<file path="config.mk">
export PLATFORM = sky130hd
export DESIGN_NAME = dma_lvlreq_ctrl
export DESIGN_NICKNAME = d
export VERILOG_FILES = /design/src/rtl/dlr_pkg.sv /design/src/rtl/dlr_sync.sv /design/src/rtl/dlr_chan_reg.sv /design/src/rtl/dlr_fsm.sv /design/src/rtl/dma_lvlreq_ctrl.sv
export SDC_FILE = /design/constraint.sdc
export NUM_CORES = 1
export LEC_CHECK = 0
export ABC_AREA = 1
export BUFFER_PORTS_ARGS = -buffer_cell sky130_fd_sc_hd__buf_4
export CORE_MARGIN = 5
export CORE_UTILIZATION = 51
export DETAILED_ROUTE_END_ITERATION = 16
export GPL_TIMING_DRIVEN = 0
export PLACE_DENSITY = 0.88
export SYNTH_ARGS = -nofsm -noshare
export SYNTH_HDL_FRONTEND = slang
export SYNTH_SLANG_ARGS = --single-unit
</file>
<file path="constraint.sdc">
create_clock -name clk -period 1.54 [get_ports clk]
set_input_delay 0.154 -clock clk [delete_from_list [all_inputs] [get_ports clk]]
set_output_delay 0.154 -clock clk [all_outputs]
set_load 0.02 [all_outputs]
</file>
<file path="src/rtl/dlr_pkg.sv">
package dlr_pkg;
  typedef enum logic [2:0] {
    ST_IDLE   = 3'd0,
    ST_ACCEPT = 3'd1,
    ST_HELD   = 3'd2,
    ST_BUSREQ = 3'd3,
    ST_SINGLE = 3'd4,
    ST_RESUME = 3'd5
  } dlr_state_t;
endpackage

</file>
<file path="src/rtl/dlr_sync.sv">
module dlr_sync #(
  parameter int   STAGES  = 2,
  parameter logic RST_VAL = 1'b1
) (
  input  logic clk,
  input  logic rst_n,
  input  logic din,
  output logic dout
);
  logic [STAGES-1:0] chain_q;

  generate
    for (genvar i = 0; i < STAGES; i++) begin : g_stage
      if (i == 0) begin : g_first
        always_ff @(posedge clk or negedge rst_n) begin
          if (!rst_n) chain_q[0] <= RST_VAL;
          else        chain_q[0] <= din;
        end
      end else begin : g_next
        always_ff @(posedge clk or negedge rst_n) begin
          if (!rst_n) chain_q[i] <= RST_VAL;
          else        chain_q[i] <= chain_q[i-1];
        end
      end
    end
  endgenerate

  assign dout = chain_q[STAGES-1];
endmodule

</file>
<file path="src/rtl/dlr_chan_reg.sv">
module dlr_chan_reg #(
  parameter int CNT_W = 16
) (
  input  logic             clk,
  input  logic             rst_n,
  input  logic             cfg_we,
  input  logic             cfg_en,
  input  logic [CNT_W-1:0] cfg_count,
  input  logic             dec,
  output logic             arm,
  output logic             drop,
  output logic             chan_en,
  output logic             xfer_end,
  output logic             last,
  output logic [CNT_W-1:0] cnt
);
  localparam logic [CNT_W-1:0] ONE = CNT_W'(1);

  logic             en_d, end_d;
  logic [CNT_W-1:0] cnt_d;
  logic             cnt_ce;

  assign arm    = cfg_we && cfg_en && (cfg_count != '0);
  assign drop   = cfg_we && !arm;
  assign last   = (cnt == ONE);
  assign cnt_ce = arm || dec;

  always_comb begin
    cnt_d = cnt;
    if (arm)      cnt_d = cfg_count;
    else if (dec) cnt_d = cnt - ONE;
  end

  always_comb begin
    en_d  = chan_en;
    end_d = xfer_end;
    if (cfg_we) begin
      en_d = arm;
      if (arm) end_d = 1'b0;
    end else if (dec && last) begin
      en_d  = 1'b0;
      end_d = 1'b1;
    end
  end

  always_ff @(posedge clk or negedge rst_n) begin
    if (!rst_n) begin
      cnt      <= '0;
      chan_en  <= 1'b0;
      xfer_end <= 1'b0;
    end else begin
      if (cnt_ce) cnt <= cnt_d;
      chan_en  <= en_d;
      xfer_end <= end_d;
    end
  end


  cnt_step_chk: assert property (@(posedge clk) disable iff (!rst_n)
    (dec && !arm) |=> (cnt == $past(cnt) - ONE));


  end_disables_chk: assert property (@(posedge clk) disable iff (!rst_n)
    $rose(xfer_end) |-> !chan_en);
endmodule

</file>
<file path="src/rtl/dlr_fsm.sv">
module dlr_fsm
  import dlr_pkg::*;
(
  input  logic clk,
  input  logic rst_n,
  input  logic arm,
  input  logic drop,
  input  logic chan_en,
  input  logic last,
  input  logic req_s,
  input  logic bus_break,
  input  logic bus_gnt,
  input  logic single_done,
  output logic accept_open,
  output logic req_held,
  output logic bus_req,
  output logic single_act,
  output logic dec
);
  dlr_state_t state_q, state_d;

  always_comb begin
    state_d = state_q;
    unique case (state_q)
      ST_IDLE:   if (arm) state_d = ST_ACCEPT;
      ST_ACCEPT: begin
        if (drop)        state_d = ST_IDLE;
        else if (!req_s) state_d = ST_HELD;
      end
      ST_HELD: begin
        if (drop)           state_d = ST_IDLE;
        else if (bus_break) state_d = ST_BUSREQ;
      end
      ST_BUSREQ: begin
        if (drop)         state_d = ST_IDLE;
        else if (bus_gnt) state_d = ST_SINGLE;
      end
      ST_SINGLE: begin
        if (single_done)
          state_d = (last || drop || !chan_en) ? ST_IDLE : ST_RESUME;
      end
      ST_RESUME: state_d = (drop || !chan_en) ? ST_IDLE : ST_ACCEPT;
      default:   state_d = ST_IDLE;
    endcase
  end

  always_ff @(posedge clk or negedge rst_n) begin
    if (!rst_n) state_q <= ST_IDLE;
    else        state_q <= state_d;
  end

  assign accept_open = (state_q == ST_ACCEPT);
  assign req_held    = (state_q == ST_HELD);
  assign single_act  = (state_q == ST_SINGLE);
  assign bus_req     = (state_q == ST_BUSREQ) || single_act;
  assign dec         = single_act && single_done;


  held_needs_low_chk: assert property (@(posedge clk) disable iff (!rst_n)
    $rose(req_held) |-> ($past(accept_open) && !$past(req_s)));


  break_before_bus_chk: assert property (@(posedge clk) disable iff (!rst_n)
    $rose(bus_req) |-> ($past(req_held) && $past(bus_break)));


  gnt_before_single_chk: assert property (@(posedge clk) disable iff (!rst_n)
    $rose(single_act) |-> ($past(bus_gnt) && $past(bus_req)));


  single_ends_on_done_chk: assert property (@(posedge clk) disable iff (!rst_n)
    $fell(single_act) |-> $past(single_done));


  no_reopen_from_single_chk: assert property (@(posedge clk) disable iff (!rst_n)
    $fell(single_act) |-> !accept_open);
endmodule

</file>
<file path="src/rtl/dma_lvlreq_ctrl.sv">
module dma_lvlreq_ctrl #(
  parameter int CNT_W       = 16,
  parameter int SYNC_STAGES = 2
) (
  input  logic             clk,
  input  logic             rst_n,
  input  logic             cfg_we,
  input  logic             cfg_en,
  input  logic [CNT_W-1:0] cfg_count,
  input  logic             req_n,
  input  logic             bus_break,
  input  logic             bus_gnt,
  input  logic             single_done,
  output logic             bus_req,
  output logic             single_act,
  output logic             accept_open,
  output logic             req_held,
  output logic             chan_en,
  output logic             xfer_end,
  output logic [CNT_W-1:0] xfer_cnt
);
  logic req_s, arm, drop, last, dec;

  dlr_sync #(.STAGES(SYNC_STAGES), .RST_VAL(1'b1)) u_sync (
    .clk  (clk),
    .rst_n(rst_n),
    .din  (req_n),
    .dout (req_s)
  );

  dlr_chan_reg #(.CNT_W(CNT_W)) u_chan (
    .clk      (clk),
    .rst_n    (rst_n),
    .cfg_we   (cfg_we),
    .cfg_en   (cfg_en),
    .cfg_count(cfg_count),
    .dec      (dec),
    .arm      (arm),
    .drop     (drop),
    .chan_en  (chan_en),
    .xfer_end (xfer_end),
    .last     (last),
    .cnt      (xfer_cnt)
  );

  dlr_fsm u_fsm (
    .clk        (clk),
    .rst_n      (rst_n),
    .arm        (arm),
    .drop       (drop),
    .chan_en    (chan_en),
    .last       (last),
    .req_s      (req_s),
    .bus_break  (bus_break),
    .bus_gnt    (bus_gnt),
    .single_done(single_done),
    .accept_open(accept_open),
    .req_held   (req_held),
    .bus_req    (bus_req),
    .single_act (single_act),
    .dec        (dec)
  );
endmodule

</file>
; Word-level counts from Yosys, hierarchy flattened
; Index checks and enable logic that the tools add are counted.
; Widths: inputs -> output; s select.
[classes]
add_sub_neg = 1
mul = 0
div = 0
magnitude_cmp = 0
eq_ne = 12
shift = 0
n_mux = 18
n_bitwise = 0
n_reduce_logical = 19
[ops]
columns = operator, n
row1 = $mux 16, 2
row2 = $mux 3, 9
row3 = $pmux 3 s6, 1
row4 = $eq 16x1->1 const B, 1
row5 = $reduce_bool 16->1, 1
row6 = $sub 16x1->16 const B, 1
row7 = $ne 3x2->1 const B, 3
row8 = $eq 3x2->1 const B, 2
row9 = $eq 3x3->1 const B, 2
row10 = $mux 1, 6
row11 = $logic_and 1x1->1, 5
row12 = $logic_or 1x1->1, 5
row13 = $reduce_and 5->1, 1
row14 = $ne 2x2->1 const B, 2
row15 = $reduce_and 2->1, 2
row16 = $reduce_bool 2->1, 2
row17 = $eq 3x1->1 const B, 1
row18 = $logic_not 3->1, 1
row19 = $logic_not 1->1, 2
row20 = $ne 2x1->1 const B, 1
[totals]
register_bits = 23
latch_bits = 0
ram_bits = 0
romBits = 0
inputBits = 24
elab_cells = 56
memories = 0

; Logic depth before layout (Yosys ltp)
[logic_depth]
word_depth = 9
mapped_depth = 11
mapped_depth_nobuf = 11

; Cells and area by module
; From an unflattened synthesis, not the netlist that was laid out.
[hier_totals]
cells_unflattened = 257
area_unflattened_um2 = 1682.9
[modules_own_cells]
columns = mod, n_inst, cells_each, area_per_inst_um2
row1 = dlr_chan_reg, 1, 203, 1330.0
row2 = dlr_fsm, 1, 52, 300.3
row3 = dlr_sync, 1, 2, 52.6

; Least setup slack after synthesis
; OpenSTA, ideal clock, no wires.
[synth_timing]
path_kind = reg-to-reg
start = reg u_fsm.state_q[2]
end = reg u_fsm.state_q[0]
setup_time_ps = 120
t_arrival_ps = 1472
t_required_ps = 1420
setup_slack_ps = -53
path_stages_with_launch = 7
n_path_buf = 0
synth_period_minus_slack_ps = 1593
cell_sequence = dfrtp_1 > nor3_1 > nand3_1 > nand2_1 > nor2_2 > nand2_1 > nand2_1
[synth_between]
elab_chain_cells = 3
word_cells_on_any_way = 13
classes_between = eq/ne: 10 / mux: 1 / reduce/logical: 2
[synth_rtl]
columns = element, line
row1 = start: declaration, dlr_fsm.sv:20  ; dlr_state_t state_q, state_d;
row2 = start signal: assignment, dlr_fsm.sv:49  ; else state_q <= state_d;
row3 = $eq 3x2->1 (*), n/a
row4 = named net req_held, dma_lvlreq_ctrl.sv:17  ; output logic req_held,
row5 = $ne 3x2->1 (no line), n/a
row6 = $reduce_and 5->1 (no line), n/a
; Mark *: on every way through the listed nets, which the timed path passes. The rest lies on a longest branch.
; A chain may end at the register's enable or synchronous reset.

; Final worst setup path
[layout_timing]
start = reg u_chan.cnt[0]
end = reg u_fsm.state_q[0]
[layout_between]
elab_chain_cells = 6
[layout_rtl]
columns = element, line
row1 = start: declaration, dlr_chan_reg.sv:15  ; output logic [CNT_W-1:0] cnt
row2 = start signal: assignment, dlr_chan_reg.sv:52  ; if (cnt_ce) cnt <= cnt_d;
row3 = $eq 16x1->1, dlr_chan_reg.sv:25  ; assign last = (cnt == ONE);
row4 = $logic_or 1x1->1 (2 in series), dlr_fsm.sv:40  ; state_d = (last || drop || !chan_en) ? ST_IDLE : ST_RESUME;
row5 = $mux 3, dlr_fsm.sv:40
row6 = $mux 3, dlr_fsm.sv:39  ; if (single_done)
row7 = $pmux 3 s6, dlr_fsm.sv:24  ; unique case (state_q)
; No other way between the ends. The select of a mux whose other input is x is not followed.

==> impl_metrics.xml <==
<?xml version="1.0" encoding="UTF-8"?>
<metrics>
  <group name="status">
    <metric name="status" unit="">finished with violations</metric>
    <metric name="violations" unit="">setup timing</metric>
  </group>
  <group name="finish">
    <metric name="post_route_cells_drive_above_1_share" unit="%">37.1</metric>
    <metric name="layout.cells.non_filler" unit="">306</metric>
    <metric name="area_growth_syn_to_layout" unit="%">41.3</metric>
    <metric name="design_area" unit="sq um">2150</metric>
    <metric name="multi_input_gate_area_in_the_final_layout" unit="sq um">911</metric>
    <metric name="sequential_cell_area" unit="sq um">583</metric>
    <metric name="filler_cell_count" unit="">207</metric>
    <metric name="finalCoreUtilization" unit="%">76.7</metric>
    <metric name="antenna-diode-count" unit="">0</metric>
    <metric name="layout.nets" unit="">302</metric>
  </group>
  <group name="logic_synthesis">
    <metric name="synth_sequential_area_ratio" unit="%">38.0</metric>
    <metric name="synth-seq-cells" unit="">23</metric>
    <metric name="synth.top_cells.by_count" unit="">sky130_fd_sc_hd__nand2_1 (50), sky130_fd_sc_hd__nor2_1 (36), sky130_fd_sc_hd__inv_1 (25)</metric>
    <metric name="synth_cells" unit="">211</metric>
    <metric name="syn_nets" unit="">237</metric>
    <metric name="synth_top_area_share" unit="%">34.5</metric>
    <metric name="ys_top_cells_by_area" unit="">sky130_fd_sc_hd__dfrtp_1 (35%), sky130_fd_sc_hd__nand2_1 (12%), sky130_fd_sc_hd__nor2_1 (8.9%)</metric>
    <metric name="most_frequently_used_cell_type_in_the_post_synthesis_netlist" unit="">sky130_fd_sc_hd__nand2_1</metric>
    <metric name="post_synth_instance_area" unit="sq um">1520</metric>
    <metric name="synth_warnings" unit="">0</metric>
    <metric name="synth_enable_flop_cells" unit="">0</metric>
    <metric name="synth.avg_cell_area" unit="sq um">7.22</metric>
    <metric name="synth.distinct_cells" unit="">29</metric>
    <metric name="async_reset_ff_share" unit="%">100</metric>
    <metric name="postSynth.topFlopCell" unit="">sky130_fd_sc_hd__dfrtp_1</metric>
    <metric name="synth_area_leader_cell" unit="">sky130_fd_sc_hd__dfrtp_1</metric>
  </group>
  <group name="sta">
    <metric name="report.final.slew_viol_count" unit="">0</metric>
    <metric name="rel_slew_slack" unit="%">80.2</metric>
    <metric name="rsz_0062_raised_after_global_routing" unit="">true</metric>
    <metric name="setup_viol_count_final" unit="">3</metric>
    <metric name="pin_slew_with_the_least_headroom_to_its_limit" unit="ns">0.295</metric>
    <metric name="fin_worst_skew" unit="ns">0.00457</metric>
    <metric name="setup_slack" unit="ns">-0.0707</metric>
    <metric name="timing.fmax" unit="MHz">621</metric>
    <metric name="layout_min_cycle_time" unit="ns">1.61</metric>
    <metric name="timing_hold_violations_final" unit="">0</metric>
    <metric name="final.period_utilization" unit="%">105</metric>
    <metric name="setup_total_negative_slack" unit="ns">-0.119</metric>
  </group>
  <group name="floorplanning">
    <metric name="floorplan.die.height" unit="microns">64.6</metric>
    <metric name="core_area" unit="sq um">2810</metric>
    <metric name="num_rows" unit="">19</metric>
    <metric name="total_die_area" unit="sq um">4180</metric>
    <metric name="floorplan.io_pins" unit="">46</metric>
    <metric name="die_x" unit="microns">64.6</metric>
    <metric name="initial_utilization" unit="%">54.3</metric>
  </group>
  <group name="global_routing">
    <metric name="total_routing_resource_utilization_after_global_routing" unit="%">20.3</metric>
    <metric name="number_of_global_route_vias_before_repair" unit="">1508</metric>
    <metric name="grt_first_pass_wirelength" unit="microns">6720</metric>
    <metric name="largest_net_degree_at_the_start_of_global_routing" unit="">24</metric>
    <metric name="grt_antenna_before_repair" unit="">0</metric>
    <metric name="grt_remaining_overflow" unit="">0</metric>
  </group>
  <group name="critical_path">
    <metric name="cpMostUsedCell" unit="">sky130_fd_sc_hd__nand3_1</metric>
    <metric name="critical_path_buf_inv_count" unit="">2</metric>
    <metric name="timing.critical_path.required" unit="ns">1.81</metric>
    <metric name="timing.critical_path.slowest_stage_cell" unit="">sky130_fd_sc_hd__dfrtp_2</metric>
    <metric name="critical_path.cell_chain" unit="">buf_6 -&gt; ha_4 -&gt; inv_2 -&gt; nor2_1 -&gt; nand3_1 -&gt; nor2_1 -&gt; a21oi_1 -&gt; nand3_1 -&gt; nand3_1 -&gt; nand2_1 -&gt; nand2_1</metric>
    <metric name="slowest_stage_delay_on_critical_path" unit="ns">0.47</metric>
    <metric name="crit_arrival" unit="ns">1.88</metric>
    <metric name="worstSetupEndpointType" unit="">register</metric>
    <metric name="critical_setup_path_class" unit="">reg -&gt; reg</metric>
    <metric name="timing.critical_path.max_delay_family" unit="">simple AND/OR/NAND/NOR gates</metric>
    <metric name="crit_fanout" unit="">4</metric>
    <metric name="worstSetupStartpointType" unit="">register</metric>
  </group>
  <group name="drt">
    <metric name="highest_layer" unit="">met4</metric>
    <metric name="route.vias.total" unit="">1716</metric>
    <metric name="wl_per_cell" unit="microns">15.1</metric>
    <metric name="metal2_wl" unit="microns">2340</metric>
    <metric name="drtIter0Drc" unit="">100</metric>
    <metric name="wl_met1" unit="microns">1850</metric>
    <metric name="route.met3.wl" unit="microns">333</metric>
    <metric name="detail-route-antenna-nets" unit="">0</metric>
    <metric name="drt-total-wl" unit="microns">4620</metric>
    <metric name="drtPass1Iterations" unit="">5</metric>
    <metric name="route.detailed.drc" unit="">0</metric>
    <metric name="post_drt_via_cell_ratio" unit="">5.61</metric>
  </group>
  <group name="power">
    <metric name="netSwitchingFraction" unit="%">43.5</metric>
    <metric name="p_seq_share" unit="%">35.7</metric>
    <metric name="power.density" unit="nW/um^2">1130</metric>
    <metric name="share_comb_of_total_power" unit="%">52.4</metric>
    <metric name="share_clk_of_total_power" unit="%">11.9</metric>
    <metric name="power_switching" unit="uW">1060</metric>
    <metric name="cellInternalPower" unit="uW">1380</metric>
    <metric name="leakagePower" unit="uW">0.00102</metric>
    <metric name="vdd_drop_max" unit="uV">691</metric>
  </group>
  <group name="clocking">
    <metric name="max-clock-path-buffers" unit="">2</metric>
    <metric name="tritoncts" unit="">built</metric>
    <metric name="cts.reportedPaths.clkPinSlew" unit="ns">0.13</metric>
    <metric name="sinks_on_the_clock_net" unit="">23</metric>
    <metric name="cts_inserted_buffers" unit="">3</metric>
    <metric name="cts_root_buf" unit="">sky130_fd_sc_hd__clkbuf_4</metric>
    <metric name="clock_tree.htree_level_count" unit="">1</metric>
    <metric name="clk_latency" unit="ns">0.32</metric>
  </group>
  <group name="flow_run">
    <metric name="cap_viol_max_count" unit="">0</metric>
  </group>
  <group name="placed_design">
    <metric name="postPlaceCellArea" unit="sq um">1900</metric>
    <metric name="globalplace.congestion" unit="">0.888</metric>
    <metric name="post-place-ws" unit="ns">-0.0222</metric>
    <metric name="hpwl" unit="microns">3100</metric>
    <metric name="port_buffers" unit="">45</metric>
    <metric name="placedCellCount" unit="">287</metric>
  </group>
  <group name="worst_hold_path">
    <metric name="hp_class" unit="">in -&gt; reg</metric>
  </group>
</metrics>
-- cells in the final DEF, fill, tap and decap left out, types with 5 or more instances in the layout --
master / instances
sky130_fd_sc_hd__nor2_1: 31
sky130_fd_sc_hd__nor2_2: 5
sky130_fd_sc_hd__xor2_1: 9
sky130_fd_sc_hd__nand3_1: 10
sky130_fd_sc_hd__a21oi_1: 5
sky130_fd_sc_hd__inv_1: 19
sky130_fd_sc_hd__inv_2: 7
sky130_fd_sc_hd__buf_4: 55
sky130_fd_sc_hd__dfrtp_1: 17
sky130_fd_sc_hd__o21ai_0: 6
sky130_fd_sc_hd__nand2_1: 49
sky130_fd_sc_hd__o211ai_1: 7
-- path summary, 6_finish.rpt --
kind	startpoint	to	slack, ns	depth (start not counted)
max	u_chan.cnt[0]$_DFFE_PN0P_	u_fsm.state_q[0]$_DFFE_PN0P_	-0.07	11
max in group asynchronous	rst_n	u_sync.dout$_DFF_PN1_	1.01	2
max reg2reg	u_chan.cnt[0]$_DFFE_PN0P_	u_fsm.state_q[0]$_DFFE_PN0P_	-0.07	11
min	cfg_count[2]	u_chan.cnt[2]$_DFFE_PN0P_	0.04	3
min reg2reg	u_sync.chain_q[0]$_DFF_PN1_	u_sync.dout$_DFF_PN1_	0.36	0
min in group asynchronous	rst_n	u_chan.cnt[1]$_DFFE_PN0P_	0.25	2
-- worst reg2reg max path, stage by stage (launching register included) --
cell and delay (ns):
sky130_fd_sc_hd__dfrtp_2 0.47, sky130_fd_sc_hd__buf_6 0.13, sky130_fd_sc_hd__ha_4 0.14, sky130_fd_sc_hd__inv_2 0.05
sky130_fd_sc_hd__nor2_1 0.04, sky130_fd_sc_hd__nand3_1 0.09, sky130_fd_sc_hd__nor2_1 0.05, sky130_fd_sc_hd__a21oi_1 0.19
sky130_fd_sc_hd__nand3_1 0.16, sky130_fd_sc_hd__nand3_1 0.12, sky130_fd_sc_hd__nand2_1 0.06, sky130_fd_sc_hd__nand2_1 0.06
-- layer usage --
layer,global-route usage (%),vias up
met5,0,-
met4,7.65,0
met3,3.28,14
met2,34.7,93
met1,25.8,800
li1,-,809
-- through the flow --
stage / hold WS [ns] / power, uW
global placement: 0.0634 / 1810
CTS: 0.0414 / 2190
global route: 0.0472 / 2570
finish: 0.0388 / 2430
detailed placement: 0.0626 / 1840
floorplan: -0.142 / 1470
-- power by group through the flow --
stage	logic [uW]	clock network [uW]	registers, uW
after floorplan	522	0	945
after global placement	944	0	871
after detailed placement	971	0	873
after CTS	1060	287	843
after global routing	1370	317	884
final	1280	290	868
-- state kept, by name (all words and copies together), names as in the netlist --
signal / flops
u_sync.dout: 1
u_chan.cnt: 16
u_chan.xfer_end: 1
u_chan.chan_en: 1
u_sync.chain_q: 1
u_fsm.state_q: 3
-- layout make-up --
type                            count  area share (%)
Inverter                           29            5.41
Clock buffer                        4            1.22
Timing Repair Buffer               60            21.7
Multi-Input combinational cell    157            42.3
Tap cell                           31            1.80
Buffer                              2           0.465
Sequential cell                    23            27.1
-- cell families after synthesis --
group	Yosys count	share of synthesized area, %
fa+ha+maj	2	1.64
buf+inv	31	7.97
xor+xnor	10	5.75
compound gates	28	11.5
flops	23	38.0
simple gates	117	35.2
-- what timing repair did --
item	CTS	global route
hold endpoints to repair	24	0
resized for setup	4	29
pin swaps	0	11
buffers inserted	4	9
hold buffers	2	0
setup endpoints to repair	4	17
Power figures use the tool's default switching activity.
